$ cat src/rtl/msgIrqPkg.sv
package msgIrqPkg;

  localparam int NUM_IRQ  = 5;
  localparam int BIT_AVAIL = 0;
  localparam int BIT_TGT   = 1;
  localparam int BIT_PF    = 2;
  localparam int BIT_OVF   = 3;
  localparam int BIT_PAR   = 4;

  localparam int REG_QDATA = 0;
  localparam int REG_COUNT = 1;
  localparam int REG_TGT   = 2;
  localparam int REG_STAT  = 3;
  localparam int REG_MASK  = 4;

  typedef enum logic [2:0] {
    SEL_QDATA,
    SEL_COUNT,
    SEL_TGT,
    SEL_STAT,
    SEL_MASK,
    SEL_NONE
  } rdSel_e;

  typedef struct packed {
    logic               push;
    logic               pop;
    logic               tgtLoad;
    logic [NUM_IRQ-1:0] setBits;
    logic               statWr;
    logic               maskWr;
    logic               rdLatch;
    rdSel_e             rdSel;
  } strobes_t;

endpackage

$ cat src/rtl/msgIrqCtrl.sv
module msgIrqCtrl
  import msgIrqPkg::*;
#(
  parameter int ADDR_W = 12,
  parameter int DATA_W = 8
) (
  input  logic              clk,
  input  logic              rstN,
  input  logic [ADDR_W-1:0] hostAddr,
  input  logic [DATA_W-1:0] hostDataIn,
  input  logic              hostParIn,
  input  logic              hostCeN,
  input  logic              hostOeN,
  input  logic              hostWeN,
  input  logic              msgValid,
  input  logic              msgTargeted,
  input  logic              msgPowerFail,
  input  logic              queueFull,
  input  logic              queueEmpty,
  output strobes_t          strb,
  output logic              statWindow
);

  logic rdActive, wrActive, prevRd, prevWr, rdStart, wrStart, parityOk;
  rdSel_e sel;

  assign rdActive = !hostCeN && !hostOeN;
  assign wrActive = !hostCeN && !hostWeN;
  assign rdStart  = rdActive && !prevRd;
  assign wrStart  = wrActive && !prevWr;
  assign parityOk = ^{hostDataIn, hostParIn};

  always_ff @(posedge clk or negedge rstN) begin
    if (!rstN) begin
      prevRd <= 1'b0;
      prevWr <= 1'b0;
    end else begin
      prevRd <= rdActive;
      prevWr <= wrActive;
    end
  end

  always_comb begin
    if      (hostAddr == ADDR_W'(REG_QDATA)) sel = SEL_QDATA;
    else if (hostAddr == ADDR_W'(REG_COUNT)) sel = SEL_COUNT;
    else if (hostAddr == ADDR_W'(REG_TGT))   sel = SEL_TGT;
    else if (hostAddr == ADDR_W'(REG_STAT))  sel = SEL_STAT;
    else if (hostAddr == ADDR_W'(REG_MASK))  sel = SEL_MASK;
    else                                     sel = SEL_NONE;
  end

  assign statWindow = wrActive && (sel == SEL_STAT);

  always_comb begin
    strb         = '0;
    strb.rdSel   = sel;
    strb.rdLatch = rdStart;
    strb.pop     = rdStart && (sel == SEL_QDATA) && !queueEmpty;
    if (wrStart) begin
      if (parityOk) begin
        strb.statWr = (sel == SEL_STAT);
        strb.maskWr = (sel == SEL_MASK);
      end else begin
        strb.setBits[BIT_PAR] = 1'b1;
      end
    end
    if (msgValid) begin
      if (msgPowerFail) begin
        strb.setBits[BIT_PF] = 1'b1;
      end else if (msgTargeted) begin
        strb.tgtLoad          = 1'b1;
        strb.setBits[BIT_TGT] = 1'b1;
      end else if (queueFull) begin
        strb.setBits[BIT_OVF] = 1'b1;
      end else begin
        strb.push               = 1'b1;
        strb.setBits[BIT_AVAIL] = 1'b1;
      end
    end
  end

endmodule

$ cat src/rtl/msgIrqDatapath.sv
module msgIrqDatapath
  import msgIrqPkg::*;
#(
  parameter int DATA_W = 8,
  parameter int DEPTH  = 4
) (
  input  logic               clk,
  input  logic               rstN,
  input  strobes_t           strb,
  input  logic [DATA_W-1:0]  msgByte,
  input  logic [DATA_W-1:0]  wrData,
  input  logic               wrPar,
  output logic [DATA_W-1:0]  rdData,
  output logic [NUM_IRQ-1:0] stat,
  output logic [NUM_IRQ-1:0] mask,
  output logic               full,
  output logic               empty
);

  localparam int PTR_W = (DEPTH > 1) ? $clog2(DEPTH) : 1;
  localparam int CNT_W = $clog2(DEPTH + 1);

  logic [DATA_W-1:0] mem [DEPTH];
  logic [PTR_W-1:0]  wrPtr, rdPtr;
  logic [CNT_W-1:0]  count;
  logic [DATA_W-1:0] tgtReg;
  logic [NUM_IRQ-1:0] statNext;

  assign full  = (count == CNT_W'(DEPTH));
  assign empty = (count == '0);

  function automatic logic [PTR_W-1:0] ptrInc(input logic [PTR_W-1:0] p);
    return (p == PTR_W'(DEPTH - 1)) ? '0 : p + 1'b1;
  endfunction

  for (genvar e = 0; e < DEPTH; e++) begin : g_entry
    always_ff @(posedge clk) begin
      if (strb.push && (wrPtr == PTR_W'(e))) mem[e] <= msgByte;
    end
  end

  always_ff @(posedge clk or negedge rstN) begin
    if (!rstN) begin
      wrPtr <= '0;
      rdPtr <= '0;
      count <= '0;
    end else begin
      if (strb.push) wrPtr <= ptrInc(wrPtr);
      if (strb.pop)  rdPtr <= ptrInc(rdPtr);
      case ({strb.push, strb.pop})
        2'b10:   count <= count + 1'b1;
        2'b01:   count <= count - 1'b1;
        default: count <= count;
      endcase
    end
  end

  always_comb begin
    for (int b = 0; b < NUM_IRQ; b++) begin
      if (strb.setBits[b])                  statNext[b] = 1'b1;
      else if (strb.statWr && !wrData[b])   statNext[b] = 1'b0;
      else                                  statNext[b] = stat[b];
    end
  end

  always_ff @(posedge clk or negedge rstN) begin
    if (!rstN) begin
      stat   <= '0;
      mask   <= '0;
      tgtReg <= '0;
      rdData <= '0;
    end else begin
      stat <= statNext;
      if (strb.maskWr)  mask   <= wrData[NUM_IRQ-1:0];
      if (strb.tgtLoad) tgtReg <= msgByte;
      if (strb.rdLatch) begin
        case (strb.rdSel)
          SEL_QDATA: rdData <= empty ? '0 : mem[rdPtr];
          SEL_COUNT: rdData <= DATA_W'(count);
          SEL_TGT:   rdData <= tgtReg;
          SEL_STAT:  rdData <= DATA_W'(stat);
          SEL_MASK:  rdData <= DATA_W'(mask);
          default:   rdData <= '0;
        endcase
      end
    end
  end

  AST_COUNT_MAX: assert property (@(posedge clk) disable iff (!rstN)
    count <= CNT_W'(DEPTH));
  AST_NO_OVERFLOW: assert property (@(posedge clk) disable iff (!rstN)
    strb.push |-> !full);
  AST_OVF_STICKY: assert property (@(posedge clk) disable iff (!rstN)
    (stat[BIT_OVF] && !strb.statWr) |=> stat[BIT_OVF]);
  AST_POP_NONEMPTY: assert property (@(posedge clk) disable iff (!rstN)
    strb.pop |-> !empty);
  AST_WR_PARITY_OK: assert property (@(posedge clk) disable iff (!rstN)
    (strb.statWr || strb.maskWr) |-> (^{wrData, wrPar}));

endmodule

$ cat src/rtl/msgIrqTop.sv
module msgIrqTop
  import msgIrqPkg::*;
#(
  parameter int ADDR_W = 12,
  parameter int DATA_W = 8,
  parameter int DEPTH  = 4
) (
  input  logic              clk,
  input  logic              rstN,
  input  logic [ADDR_W-1:0] hostAddr,
  input  logic [DATA_W-1:0] hostDataIn,
  input  logic              hostParIn,
  input  logic              hostCeN,
  input  logic              hostOeN,
  input  logic              hostWeN,
  output logic [DATA_W-1:0] hostDataOut,
  output logic              hostParOut,
  input  logic              msgValid,
  input  logic [DATA_W-1:0] msgByte,
  input  logic              msgTargeted,
  input  logic              msgPowerFail,
  output logic              irqN,
  output logic              pwrFailN
);

  strobes_t           strb;
  logic               statWindow, full, empty;
  logic [NUM_IRQ-1:0] stat, mask;
  logic [DATA_W-1:0]  rdData;

  msgIrqCtrl #(.ADDR_W(ADDR_W), .DATA_W(DATA_W)) i_ctrl (
    .clk(clk), .rstN(rstN), .hostAddr(hostAddr), .hostDataIn(hostDataIn),
    .hostParIn(hostParIn), .hostCeN(hostCeN), .hostOeN(hostOeN),
    .hostWeN(hostWeN), .msgValid(msgValid), .msgTargeted(msgTargeted),
    .msgPowerFail(msgPowerFail), .queueFull(full), .queueEmpty(empty),
    .strb(strb), .statWindow(statWindow)
  );

  msgIrqDatapath #(.DATA_W(DATA_W), .DEPTH(DEPTH)) i_dp (
    .clk(clk), .rstN(rstN), .strb(strb), .msgByte(msgByte),
    .wrData(hostDataIn), .wrPar(hostParIn), .rdData(rdData),
    .stat(stat), .mask(mask), .full(full), .empty(empty)
  );

  assign hostDataOut = rdData;
  assign hostParOut  = ~^rdData;
  assign irqN        = !((|(stat & mask)) && !statWindow);
  assign pwrFailN    = !stat[BIT_PF];

  AST_IRQ_DROP: assert property (@(posedge clk) disable iff (!rstN)
    (!hostCeN && !hostWeN && hostAddr == ADDR_W'(REG_STAT)) |-> irqN);

endmodule

$ cat config.mk
export PLATFORM = sky130hd
export DESIGN_NAME = msgIrqTop
export DESIGN_NICKNAME = d
export VERILOG_FILES = /design/src/rtl/msgIrqPkg.sv /design/src/rtl/msgIrqCtrl.sv /design/src/rtl/msgIrqDatapath.sv /design/src/rtl/msgIrqTop.sv
export SDC_FILE = /design/constraint.sdc
export NUM_CORES = 1
export LEC_CHECK = 0
export BUFFER_PORTS_ARGS = -buffer_cell sky130_fd_sc_hd__buf_4
export CAP_MARGIN = 20
export CORE_ASPECT_RATIO = 0.7
export CORE_UTILIZATION = 40
export CTS_CLUSTER_SIZE = 30
export DETAILED_ROUTE_END_ITERATION = 6
export SYNTH_ARGS = -nofsm -noshare
export SYNTH_HDL_FRONTEND = slang
export SYNTH_SLANG_ARGS = --single-unit
$ cat constraint.sdc
create_clock -name clk -period 4.8 [get_ports clk]
set_input_delay 0.72 -clock clk [delete_from_list [all_inputs] [get_ports clk]]
set_output_delay 0.72 -clock clk [all_outputs]
set_load 0.01 [all_outputs]
* Word-level counts from Yosys, hierarchy flattened
Memories as Yosys holds them, arrays and structs flattened. Index checks and enable logic that the tools add are counted. Widths: inputs -> output; s select.
Word-level totals: bits in registers 35, memory bits (writable) 32, input bits 37, output and inout bits 11, logic and storage cells 135, memories kept 1
Cells by class: add/sub/neg operators 4, equal/unequal tests 15, multiplexer cells 54, bitwise operators 1, reduce and logical (&&, ||, !) cells 47
Memories:
- i_dp.mem | words 4, width 8, read ports 1, clocked after Yosys merged registers in 0, wr ports 1, line msgIrqDatapath.sv:23 | logic [DATA_W-1:0] mem [DEPTH];
Operators by type and width (number):
- $pmux 8 s5 | 1
- $mux 1 | 35
- $mux 8 | 4
- $eq 12x2->1 const B | 2
- $reduce_or 8->1 | 3
- $logic_and 1x1->1 | 17
- $mux 2 | 8
- $logic_not 1->1 | 14
- $eq 12x1->1 const B | 1
- $eq 12x3->1 const B | 1
- $logic_not 12->1 | 1
- $mux 3 | 4
- $reduce_bool 2->1 | 6
- $reduce_xor 9->1 | 1
- $eq 2x2->1 const B | 4
- $reduce_xnor 8->1 | 1
- $eq 3x2->1 const B | 2
- $eq 3x3->1 const B | 2
- $logic_not 3->1 | 2
- $pmux 3 s2 | 1
- $and 5x5->5 | 1
- $reduce_or 5->1 | 1
- $add 2x1->2 const B | 2
- $eq 2x1->1 const B | 2
- other kinds (5) | 5

* Longest topological paths before layout
Gate-level depths: netlist of the first run.
word-level depth 12, mapped depth 10, depth with buffers taken out 9

* By module
From an unflattened synthesis of the first run, not the netlist that was laid out.
Unflattened totals: cell total of the unflattened synthesis 231, area, all modules 3189.3 sq um
Modules (own cells, without submodules):
- msgIrqDatapath | instances 1, cells an instance 183, area an instance 2802.7 sq um, seq. area each 1786.7 sq um
- msgIrqCtrl | instances 1, cells an instance 37, area an instance 296.5 sq um, seq. area each 50.0 sq um
- msgIrqTop | instances 1, cells an instance 11, area an instance 90.1 sq um, seq. area each 0.0 sq um

* Worst setup path before layout of the first run
OpenSTA, ideal clock, no wires.
path kind input to register, from in hostAddr[0], to reg i_dp.count[1], setup time 125 ps, data arrival time 2522 ps, required time 4675 ps, setup slack 2153 ps, stages on the path 7, path buffers 1, cells stage by stage clkbuf_1 nor4_2 inv_1 nor3_2 ha_1 fa_1 mux2_2
RTL lines:
- from (decl) | line msgIrqTop.sv:10 | input logic [ADDR_W-1:0] hostAddr,
- to (signal assigned) | line msgIrqDatapath.sv:51 | 2'b10: count <= count + 1'b1;
- to (signal assigned) | line msgIrqDatapath.sv:52 | 2'b01: count <= count - 1'b1;
- to (signal assigned) | line msgIrqDatapath.sv:53 | default: count <= count;
- to (decl) | line msgIrqDatapath.sv:25 | logic [CNT_W-1:0] count;

* Worst setup path in the final report of the first run
from in hostAddr[10], to out irqN
Between the ends: cells in the longest elaborated chain, start to end 11, elaborated cells between the ends (all ways) 15, those cells by class 5 x eq/ne; 5 x mux; 5 x reduce/logical
Ends and longest elaborated chain:
- $eq 12x3->1 | line msgIrqCtrl.sv:48 | else if (hostAddr == ADDR_W'(REG_MASK)) sel = SEL_MASK;
- $mux 1 | line msgIrqCtrl.sv:48
- $mux 3 | line msgIrqCtrl.sv:47 | else if (hostAddr == ADDR_W'(REG_STAT)) sel = SEL_STAT;
- $mux 3 | line msgIrqCtrl.sv:46 | else if (hostAddr == ADDR_W'(REG_TGT)) sel = SEL_TGT;
- $mux 3 | line msgIrqCtrl.sv:45 | else if (hostAddr == ADDR_W'(REG_COUNT)) sel = SEL_COUNT;
- $mux 3 (*) | line msgIrqCtrl.sv:44 | if (hostAddr == ADDR_W'(REG_QDATA)) sel = SEL_QDATA;
- $eq 3x2->1 (*) | line msgIrqCtrl.sv:52 | assign statWindow = wrActive && (sel == SEL_STAT);
- $logic_and 1x1->1 (*) | line msgIrqCtrl.sv:52
- $logic_not 1->1 (*) | line msgIrqTop.sv:47 | assign irqN = !((|(stat & mask)) && !statWindow);
- $logic_and 1x1->1 (*) | line msgIrqTop.sv:47
- $logic_not 1->1 (*) | line msgIrqTop.sv:47
- to (decl) | line msgIrqTop.sv:22 | output logic irqN,
Mark *: on every way between the ends. The rest lies on a longest branch, timed or not.

==> results of run 1 <==
where the power goes:
| part | internal, mW | switching (mW) |
|---|---|---|
| logic | 0.0878 | 0.0931 |
| clock network | 0.344 | 0.215 |
| registers | 0.652 | 0.0452 |
cell type report:
class                   count  area, um2  area share, %
inverters                   7       26.3          0.691
clock inverters             7        116           3.06
repair buffers             47        353           9.27
flip-flops and latches     67       1840           48.3
multi-input cells         143       1230           32.2
well taps                  98        123           3.22
clock buffers               9        124           3.26
worst register-to-register path: cells and delay by family, from the launching register on:
family | cells | cell delay (ps)
AND/OR/NAND/NOR | 3 | 910
adder cells (fa/ha/maj) | 2 | 680
flip-flops | 1 | 490
multiplexers | 1 | 260
buffers and inverters | 1 | 110
synth_stat cells, types with 4 or more instances:
master	n
inv_1	7
nor2_1	17
a21oi_1	6
and2_1	5
o21ai_0	7
ha_1	6
mux4_2	8
nand2_1	11
clkbuf_1	5
edfxtp_1	32
dfrtp_1	35
a21o_1	6
a22oi_1	4
xnor2_1	14
mux2_2	18
registers in the layout, summed over array words and instances (netlist names):
name           flops
i_dp.mem          32
i_dp.rdPtr         2
i_dp.wrPtr         2
i_dp.mask          5
i_dp.tgtReg        8
i_dp.rdData        8
i_dp.count         3
i_ctrl.prevWr      1
i_dp.stat          5
i_ctrl.prevRd      1
layer usage:
layer | up-vias | track usage (%) | part of all wire [%]
met5 | - | 0 | 0
met2 | 59 | 25.8 | 43
li1 | 947 | - | -
met3 | 4 | 6.42 | 6.5
met4 | 0 | 3.65 | 0.79
met1 | 965 | 25.9 | 50
cells by family (layout without fill, tap and decap cells):
logic type	after synthesis	count (layout)	share of synthesized area, %
AOI/OAI and AO/OA	39	39	9.23
xor gates and xnor gates	17	17	5.26
adders and majority gates	7	7	3.05
buffers and inverters	14	70	1.77
DFF	67	67	58.9
muxes	29	29	13.2
and+or+nand+nor	51	51	8.55
metrics by stage:
stage	setup slack [ps]	cell area, um2	cells
after floorplan	2150	3120	224
after global placement	1800	3560	362
after detailed placement	1770	3560	362
after CTS	2040	3800	378
after global routing	1850	3800	378
final	2060	3800	378
final timing paths:
| path | end | slack (ps) | cells past startpoint |
|---|---|---|---|
| hold reg to reg | i_dp.tgtReg[3]$_DFFE_PN0P_ | 520 | 1 |
| max in group asynchronous | i_dp.tgtReg[2]$_DFFE_PN0P_ | 4160 | 1 |
| setup / recovery | irqN | 2060 | 5 |
| hold / removal | i_ctrl.prevRd$_DFF_PN0_ | 320 | 1 |
| min in group clk | i_dp.tgtReg[3]$_DFFE_PN0P_ | 520 | 1 |
| setup reg to reg | i_dp.count[1]$_DFFE_PN0P_ | 2240 | 7 |
==> results.md, run 1 <==
* Die span in x at 108 um
* # clock sinks at 67
* Worst path slowest cell: nor4_1
* FF+latch count, synth at between 60 and 70
* # fillers at 654
* Initial antenna violation count at 0
* DP HPWL at between 4000 and 5000 um
* First-pass GRT wire length at 10400 um
* Crit Path Category: input port to output pin
* Final nets at 319
* Routed Antenna Nets at 0
* Setup bufs post-CTS at 0
* Max-cap violations at 0
* Status: finished, final reports clean
* CTS resizes at 0
* Library cells used by synthesis at 43
* Pin count of the biggest net entering global routing at 36
* Kind of end point of the critical path: output pin
* Avg Inst Size Synth at about 14 um2
* Peak VDD IR at between 0.1 and 0.15 mV
* CTS clk-pin slew, worst paths at 70 ps
* Pwr dens at approximately 380 mW/mm2
* Cells after Synth at 224
* Mean routed wirelength per cell at 17.2 um
* Buf/Inv on CP at 2
* Area leader, netlist: edfxtp_1
* Worst setup path start: hostAddr[10]
* CP cell instances: buf_4, nor4_1, nand3_1, o41ai_1, buf_4
* # hold bufs at CTS at 0
* Tmin final at 2740 ps
* Static leakage power at 1.54 nW
* Share of the synthesized area in the top cell type at 30.8%
* CTS Buf Count at 9
* Routed Wire Length at 6490 um
* Die footprint at 0.00816 mm2
* Period utilization at a little under three fifths
* Share of cells above drive strength 1 at between 30 and 40%
* R2R Path Start: i_dp.count[2]$_DFFE_PN0P_
* Worst-Margin Slew at ~630 ps
* DR pass1 iterations at 5
* Diodes inserted at 0
* Cell family with most CP delay: simple AND/OR/NAND/NOR gates
* Htree depth at 3
* FFs w/ async S/R, synth at 52.2%
* CTS Buffer Depth at 2
* Fmax at around 360 MHz
* Num ports at 48
* GPL Wtd Cong at between 0.7 and 0.8
* EDFF count, synth at 32
* Aggregate global-route resource usage at 17.9%
* Total number of vias at 1975
* CP dominant cell by count: buf_4
* Worst skew pair latency at 340 ps
* Vias/cell at 5.22
* Total grt overflow at 0
* DRT iter0 DRCs at 154
* Finished Core Util at around half
* TritonCTS clock tree: done
* Arrival @ worst endpoint at a little over 2000 ps
* Final hold vios at 0
* Core area at ~0.0074 mm2
* Yosys Warn Count at 0
* Synthesized area at 0.00312 mm2
* Final Power at 1.44 mW
* CP Max Fanout at 3
* CP startpoint kind: input port
* Synthesized net count at around 270
* Clock skew at 8.26 ps
* Row count at 26
* Most frequent cells in the layout: buf_4, dfrtp_1, edfxtp_1, mux2_2, nor2_1
* CP peak stage delay at 410 ps
* Final Setup Violations at 0
* Slew margin rel. at 58.3%
* Hold Crit Class: input port to asynchronous set/reset pin
* Die H at 75.9 um
* Most common cell after layout, fill and taps aside: buf_4
* Area Growth Syn to Fin at 22.0%
* RSZ-0062 raised after global routing: no
* Register area share after synthesis at 58.9%
* Root buf cell: clkbuf_8
* Initial core utilization at 42.0%
* Primary FF master, synth: dfrtp_1
* Minimum hold slack at between 300 and 400 ps
* Critical Path RT at just over 4000 ps
* PortBufs at 47
* # DRC at 0
* Number of global-route vias before repair at 1949
* Pins Over Slew Limit at 0
* Setup TNS at 0 ps
* Largest cells by area after synthesis: edfxtp_1, dfrtp_1, mux2_2
(Power assumes the default switching activity.)
==> inputs of run 2 (changes only) <==
Clock period 4.8 ns to 2.3 ns, I/O delays scaled along.
==> run 2 against run 1 <==
- first-iteration DRC count shrank 11%
- wire length shrank 1.5%
- via count grew 2.6%
- critical endpoint is now i_dp.count[1]$_DFFE_PN0P_
==> results.md, run 2 (synthesis results as in run 1) <==
* Status: finished, final reports clean
* Worst skew pair latency at 330 ps (about the same)
* Row count at 26 (unchanged)
* Die H at 75.9 um (unchanged)
* Initial core utilization at 42.0% (unchanged)
* Total number of vias at 2027 (+2.6%)
* Place WS at 12.8 ps (-1750 ps)
* Area Growth Syn to Fin at 24.5%
* CTS resizes at 0 (unchanged)
* Max-cap violations at 0 (unchanged)
* Total grt overflow at 0 (unchanged)
* RSZ-0062 raised after global routing: no
* CP startpoint kind: register
* Die span in x at 108 um (unchanged)
* Worst setup margin at 119 ps (-1940 ps)
* CTS Buf Count at 9 (unchanged)
* Core area at 0.00742 mm2 (unchanged)
* PortBufs at 47 (unchanged)
* Arrival @ worst endpoint at 2400 ps (+380 ps)
* Share of cells above drive strength 1 at 36.0% (+2.7 points)
* Pin count of the biggest net entering global routing at 36 (unchanged)
* Period utilization at 94.8%
* Pwr dens at 766 mW/mm2 (+100%)
* Routed Wire Length at 6390 um (-1.5%)
* Diodes inserted at 0 (unchanged)
* Num ports at 48 (unchanged)
* Die footprint at 0.00816 mm2 (unchanged)
* Number of global-route vias before repair at 1979 (+1.5%)
* Crit Path Category: register to register
* # clock sinks at 67 (unchanged)
* Routed Antenna Nets at 0 (unchanged)
* Htree depth at 3 (unchanged)
* Clock skew at 6.40 ps (-1.87 ps)
* Final hold vios at 0 (unchanged)
* Peak VDD IR at 0.382 mV (+160%)
* CTS clk-pin slew, worst paths at 70 ps (about the same)
* DR pass1 iterations at 4 (-1)
* Biggest register: i_dp.mem
* Hold Crit Class: input port to register
* Pins Over Slew Limit at 0 (unchanged)
* Fmax at 458 MHz
* CTS Buffer Depth at 2 (unchanged)
* Kind of end point of the critical path: register
* Cell area after placement at 0.00365 mm2 (+2.3%)
* Mean routed wirelength per cell at 16.4 um (-4.6%)
* CP Max Fanout at 6 (+3)
* Vias/cell at 5.20 (-0.53%)
* Final nets at 331 (+3.8%)
* DRT iter0 DRCs at 137 (-11%)
* Slew margin rel. at 61.4% (+3.1 points)
* Aggregate global-route resource usage at 17.4% (-0.46 points)
* Most frequent cells in the layout: buf_4, dfrtp_1, edfxtp_1, mux2_2, nor2_1
* First-pass GRT wire length at 10200 um (-1.7%)
* Largest register FFs at 32 (unchanged)
* Root buf cell: clkbuf_8
* # DRC at 0 (unchanged)
* TritonCTS clock tree: done
* Setup TNS at 0 ps (unchanged)
* Final Power at 2.97 mW (+110%)
* Tmin final at 2180 ps
* Final Cell Area at 0.00388 mm2 (+2.0%)
* Static leakage power at 1.59 nW (+3.3%)
* DP HPWL at 4900 um (+0.84%)
* Initial antenna violation count at 0 (unchanged)
* Worst-Margin Slew at 571 ps (-54.7 ps)
* Critical Path RT at 2520 ps (-1560 ps)
* Final Setup Violations at 0 (unchanged)
* Regs by FF count: i_dp.mem (32), i_dp.rdData (8), i_dp.tgtReg (8)
* GPL Wtd Cong at 0.944 (+25%)
* Most common cell after layout, fill and taps aside: buf_4
==> run 2: cell count changes in the layout (fill, tap and decap cells not counted), sizes merged <==
cell / delta
buf: +11
bufinv: -1
dlygate4sd3: +1
inv: +1
==> run 2: timing repair <==
action | 4_1_cts | 5_1_grt
endpoints found under the hold margin | 35 | 0
buffers inserted | 0 | 0
endpoints found under the setup margin | 0 | 0
hold buffers | 1 | 0
==> run 2: path summary, 6_finish.rpt <==
path | to | slack, ps | startpoint | depth (start not counted)
setup / recovery | i_dp.count[1]$_DFFE_PN0P_ | 120 | i_dp.count[1]$_DFFE_PN0P_ | 7
hold / removal | i_ctrl.prevRd$_DFF_PN0_ | 160 | hostOeN | 2
setup reg to reg | i_dp.count[1]$_DFFE_PN0P_ | 120 | i_dp.count[1]$_DFFE_PN0P_ | 7
hold reg to reg | i_dp.tgtReg[1]$_DFFE_PN0P_ | 510 | i_dp.tgtReg[1]$_DFFE_PN0P_ | 1
max in group asynchronous | i_dp.stat[3]$_DFFE_PN0P_ | 1480 | rstN | 2
min in group asynchronous | i_ctrl.prevWr$_DFF_PN0_ | 490 | rstN | 2
==> run 2: power breakdown <==
group / total, mW / internal, mW / switching (mW) / leakage [nW]
Sequential: 1.43 / 1.36 / 0.0737 / 0.723
Combinational: 0.460 / 0.230 / 0.230 / 0.755
Clock: 1.08 / 0.617 / 0.462 / 0.114
==> run 2: worst max-delay path, cell delays in order, from the launching register on <==
cell and delay, ps:
dfrtp_1 470, nor3_1 90, nor4_2 210, inv_1 90, nor3_2 290, ha_1 270
fa_1 390, mux2_2 260
==> run 2: cell type report <==
cell class                      count  area (um2)
Fill cell                         665        3540
Sequential cell                    67        1840
Multi-Input combinational cell    143        1230
Timing Repair Buffer               59         445
Clock buffer                        9         124
Tap cell                           98         123
Clock inverter                      7         100
Inverter                            7        26.3
==> run 2: layer usage <==
layer	share of wire [%]	GRT usage, %
met5	0	0
met4	0.53	5.02
met3	6.2	4.62
met2	43	25.9
met1	50	25.2
==> run 2: metrics by stage <==
stage	hold WS [ps]	util, %	instances
2_1_floorplan	49.4	-	224
3_3_place_gp	322	49.2	373
3_5_place_dp	332	49.2	373
4_1_cts	140	52.3	390
5_1_grt	150	52.3	390
6_report	155	52.3	390
==> inputs of run 3 (changes only) <==
Settings changed: CELL_PAD_IN_SITES_DETAIL_PLACEMENT from default to 1, CELL_PAD_IN_SITES_GLOBAL_PLACEMENT from default to 1, PLACE_DENSITY_LB_ADDON from default to 0.1.
Clock period 2.3 ns to 1.8 ns, I/O delays scaled along.
==> run 3 against run 2 <==
- the run now ends with negative setup slack left
- final cell count increased by 10%
- global-route usage increased by 4.5 points
- non-clock buffer count increased by 39
- largest cell class unchanged
- clock power increased by 28%
- power increased by 33%
==> results.md, run 3 (synthesis results as in run 1) <==
* Period utilization at 110% (+15 points)
* Clock skew at 8.04 ps (+1.64 ps)
* Routed Antenna Nets at 0 (unchanged)
* CP cell instances: or3_4, nor3_4, ha_2, fa_1, mux2_2
* CP startpoint kind: register
* R2R cell count at 5 (-2)
* Pwr dens at 921 mW/mm2 (+20%)
* Final Setup Violations at 2 (+2)
* Buf/Inv on CP at 0 (-1)
* CTS Buffer Depth at 2 (unchanged)
* DP HPWL at 5930 um (+21%)
* Htree depth at 3 (unchanged)
* Crit Path Category: register to register
* Routed Wire Length at 7930 um (+24%)
* WHS Endpoint: i_ctrl.prevRd$_DFF_PN0_
* Final hold vios at 0 (unchanged)
* R2R Path Start: i_ctrl.prevRd$_DFF_PN0_
* Diodes inserted at 0 (unchanged)
* Num ports at 48 (unchanged)
* PortBufs at 47 (unchanged)
* Root buf cell: clkbuf_8
* Fmax at 507 MHz (+11%)
* Die H at 75.9 um (unchanged)
* # clock sinks at 67 (unchanged)
* CP peak stage delay at 420 ps (-50 ps)
* Hold Path Stages at 2 (unchanged)
* Initial antenna violation count at 0 (unchanged)
* Total number of vias at 2232 (+10%)
* Pin count of the biggest net entering global routing at 36 (unchanged)
* TritonCTS clock tree: done
* Slew margin rel. at 68.0% (+6.6 points)
* Peak VDD IR at 0.407 mV (+6.5%)
* Biggest register: i_dp.mem
* Minimum hold slack at 75.1 ps (-79.9 ps)
* Worst r2r dst: i_dp.count[1]$_DFFE_PN0P_
* Kind of end point of the critical path: register
* DR pass1 iterations at 4 (unchanged)
* Hold Crit Class: input port to register
* First-pass GRT wire length at 12700 um (+24%)
* Area Growth Syn to Fin at 38.0%
* Tmin final at 1970 ps (-209 ps)
* Largest register FFs at 32 (unchanged)
* Max-cap violations at 0 (unchanged)
* Arrival @ worst endpoint at 2200 ps (-200 ps)
* Share of cells above drive strength 1 at 46.2% (+10 points)
* Static leakage power at 1.81 nW (+14%)
* Cell family with most CP delay: simple AND/OR/NAND/NOR gates
* Critical Path RT at 2030 ps (-490 ps)
* Status: complete, but fails checks
* Most common cell after layout, fill and taps aside: buf_4
* CP Max Fanout at 2 (-4)
* Worst setup path start: i_ctrl.prevRd$_DFF_PN0_
* Failing checks: negative setup slack
* CTS clk-pin slew, worst paths at 70 ps (about the same)
* Initial core utilization at 42.0% (unchanged)
* Worst setup margin at -172 ps (-291 ps)
* GPL Wtd Cong at 0.758 (-20%)
* Row count at 26 (unchanged)
* DRT iter0 DRCs at 73 (-47%)
* Finished Core Util at 58.0% (+5.7 points)
* Reg2reg setup slack at -170 ps (-290 ps)
* CTS Buf Count at 9 (unchanged)
* RSZ-0062 raised after global routing: yes
* Aggregate global-route resource usage at 21.9% (+4.5 points)
* Worst-Margin Slew at 480 ps (-91.3 ps)
* Hold_sp: hostOeN
* Placed cell count at 405 (+8.6%)
* Mean routed wirelength per cell at 18.5 um (+13%)
* Pins Over Slew Limit at 0 (unchanged)
* Non-Filler Instances at 429 (+10%)
* Worst path slowest cell: or3_4
* Worst skew pair latency at 340 ps (about the same)
* Regs by FF count: i_dp.mem (32), i_dp.rdData (8), i_dp.tgtReg (8)
* Die footprint at 0.00816 mm2 (unchanged)
* Core area at 0.00742 mm2 (unchanged)
* # DRC at 0 (unchanged)
* Vias/cell at 5.20 (+0.10%)
* Total grt overflow at 0 (unchanged)
* Final nets at 370 (+12%)
* Most frequent cells in the layout: buf_4, dfrtp_1, edfxtp_1, mux2_2, nor2_1
* Die span in x at 108 um (unchanged)
* Number of global-route vias before repair at 2405 (+22%)
## run 3: cell count changes in the layout (fill, tap and decap cells not counted), moves of 2 or more
| cell | delta |
|---|---|
| buf_4 | +33 |
| buf_12 | +5 |
| clkinv_4 | -3 |
| nor3_1 | -3 |
| inv_1 | -2 |
| inv_2 | +2 |
| nor3_4 | +2 |
## run 3: worst register-to-register path: stages (launching register included)
cell,delay (ps)
dfrtp_1,360
or3_4,420
nor3_4,220
ha_2,220
fa_1,380
mux2_2,270
## run 3: area by class of cell
class,instances,area [um2]
fill,749,3110
sequential,67,1840
multi-input combinational,143,1290
timing repair buffer,98,805
clock buffer,11,141
tap,98,123
clock inverter,5,76.3
inverter,7,26.3
## run 3: worst max-delay path by stage
stage,endpoint,slack [ps],cells after the start
after CTS,i_dp.count[1]$_DFFE_PN0P_,-190,7
after detailed placement,i_dp.count[2]$_DFFE_PN0P_,-370,9
after global routing,i_dp.count[2]$_DFFE_PN0P_,-250,9
after floorplan,i_dp.count[1]$_DFFE_PN0P_,-280,7
after global placement,i_dp.count[2]$_DFFE_PN0P_,-320,9
final,i_dp.count[1]$_DFFE_PN0P_,-170,5
## run 3: report_power, final
group	total [mW]	internal (mW)	switching (mW)	leakage [nW]
combinational	0.750	0.377	0.373	0.982
sequential	1.83	1.74	0.0937	0.722
clock	1.38	0.811	0.568	0.107
total	3.96	2.93	1.03	1.81
## run 3: timing repair
action	CTS	global route
pin swaps	6	6
endpoints found under the setup margin	7	9
buffers inserted	6	1
resized for setup	6	5
hold buffers	1	0
hold endpoints to repair	35	0
## run 3: layer usage
layer | track usage, % | wire length [um] | vias to the layer above
li1 | - | - | 1050
met1 | 28.9 | 3700 | 1135
met2 | 36.2 | 3840 | 45
met3 | 5.22 | 355 | 2
met4 | 7.00 | 31 | 0
met5 | 0 | 0 | -
## run 3: through the flow
step           setup slack, ps  area, um2  power [mW]  setup TNS (ps)
2_1_floorplan             -278       3160        2.23            -489
3_3_place_gp              -316       3980        2.55           -2770
3_5_place_dp              -369       3980        2.58           -3830
4_1_cts                   -188       4280        3.99            -338
5_1_grt                   -250       4300        4.14            -569
6_report                  -172       4300        3.96            -293
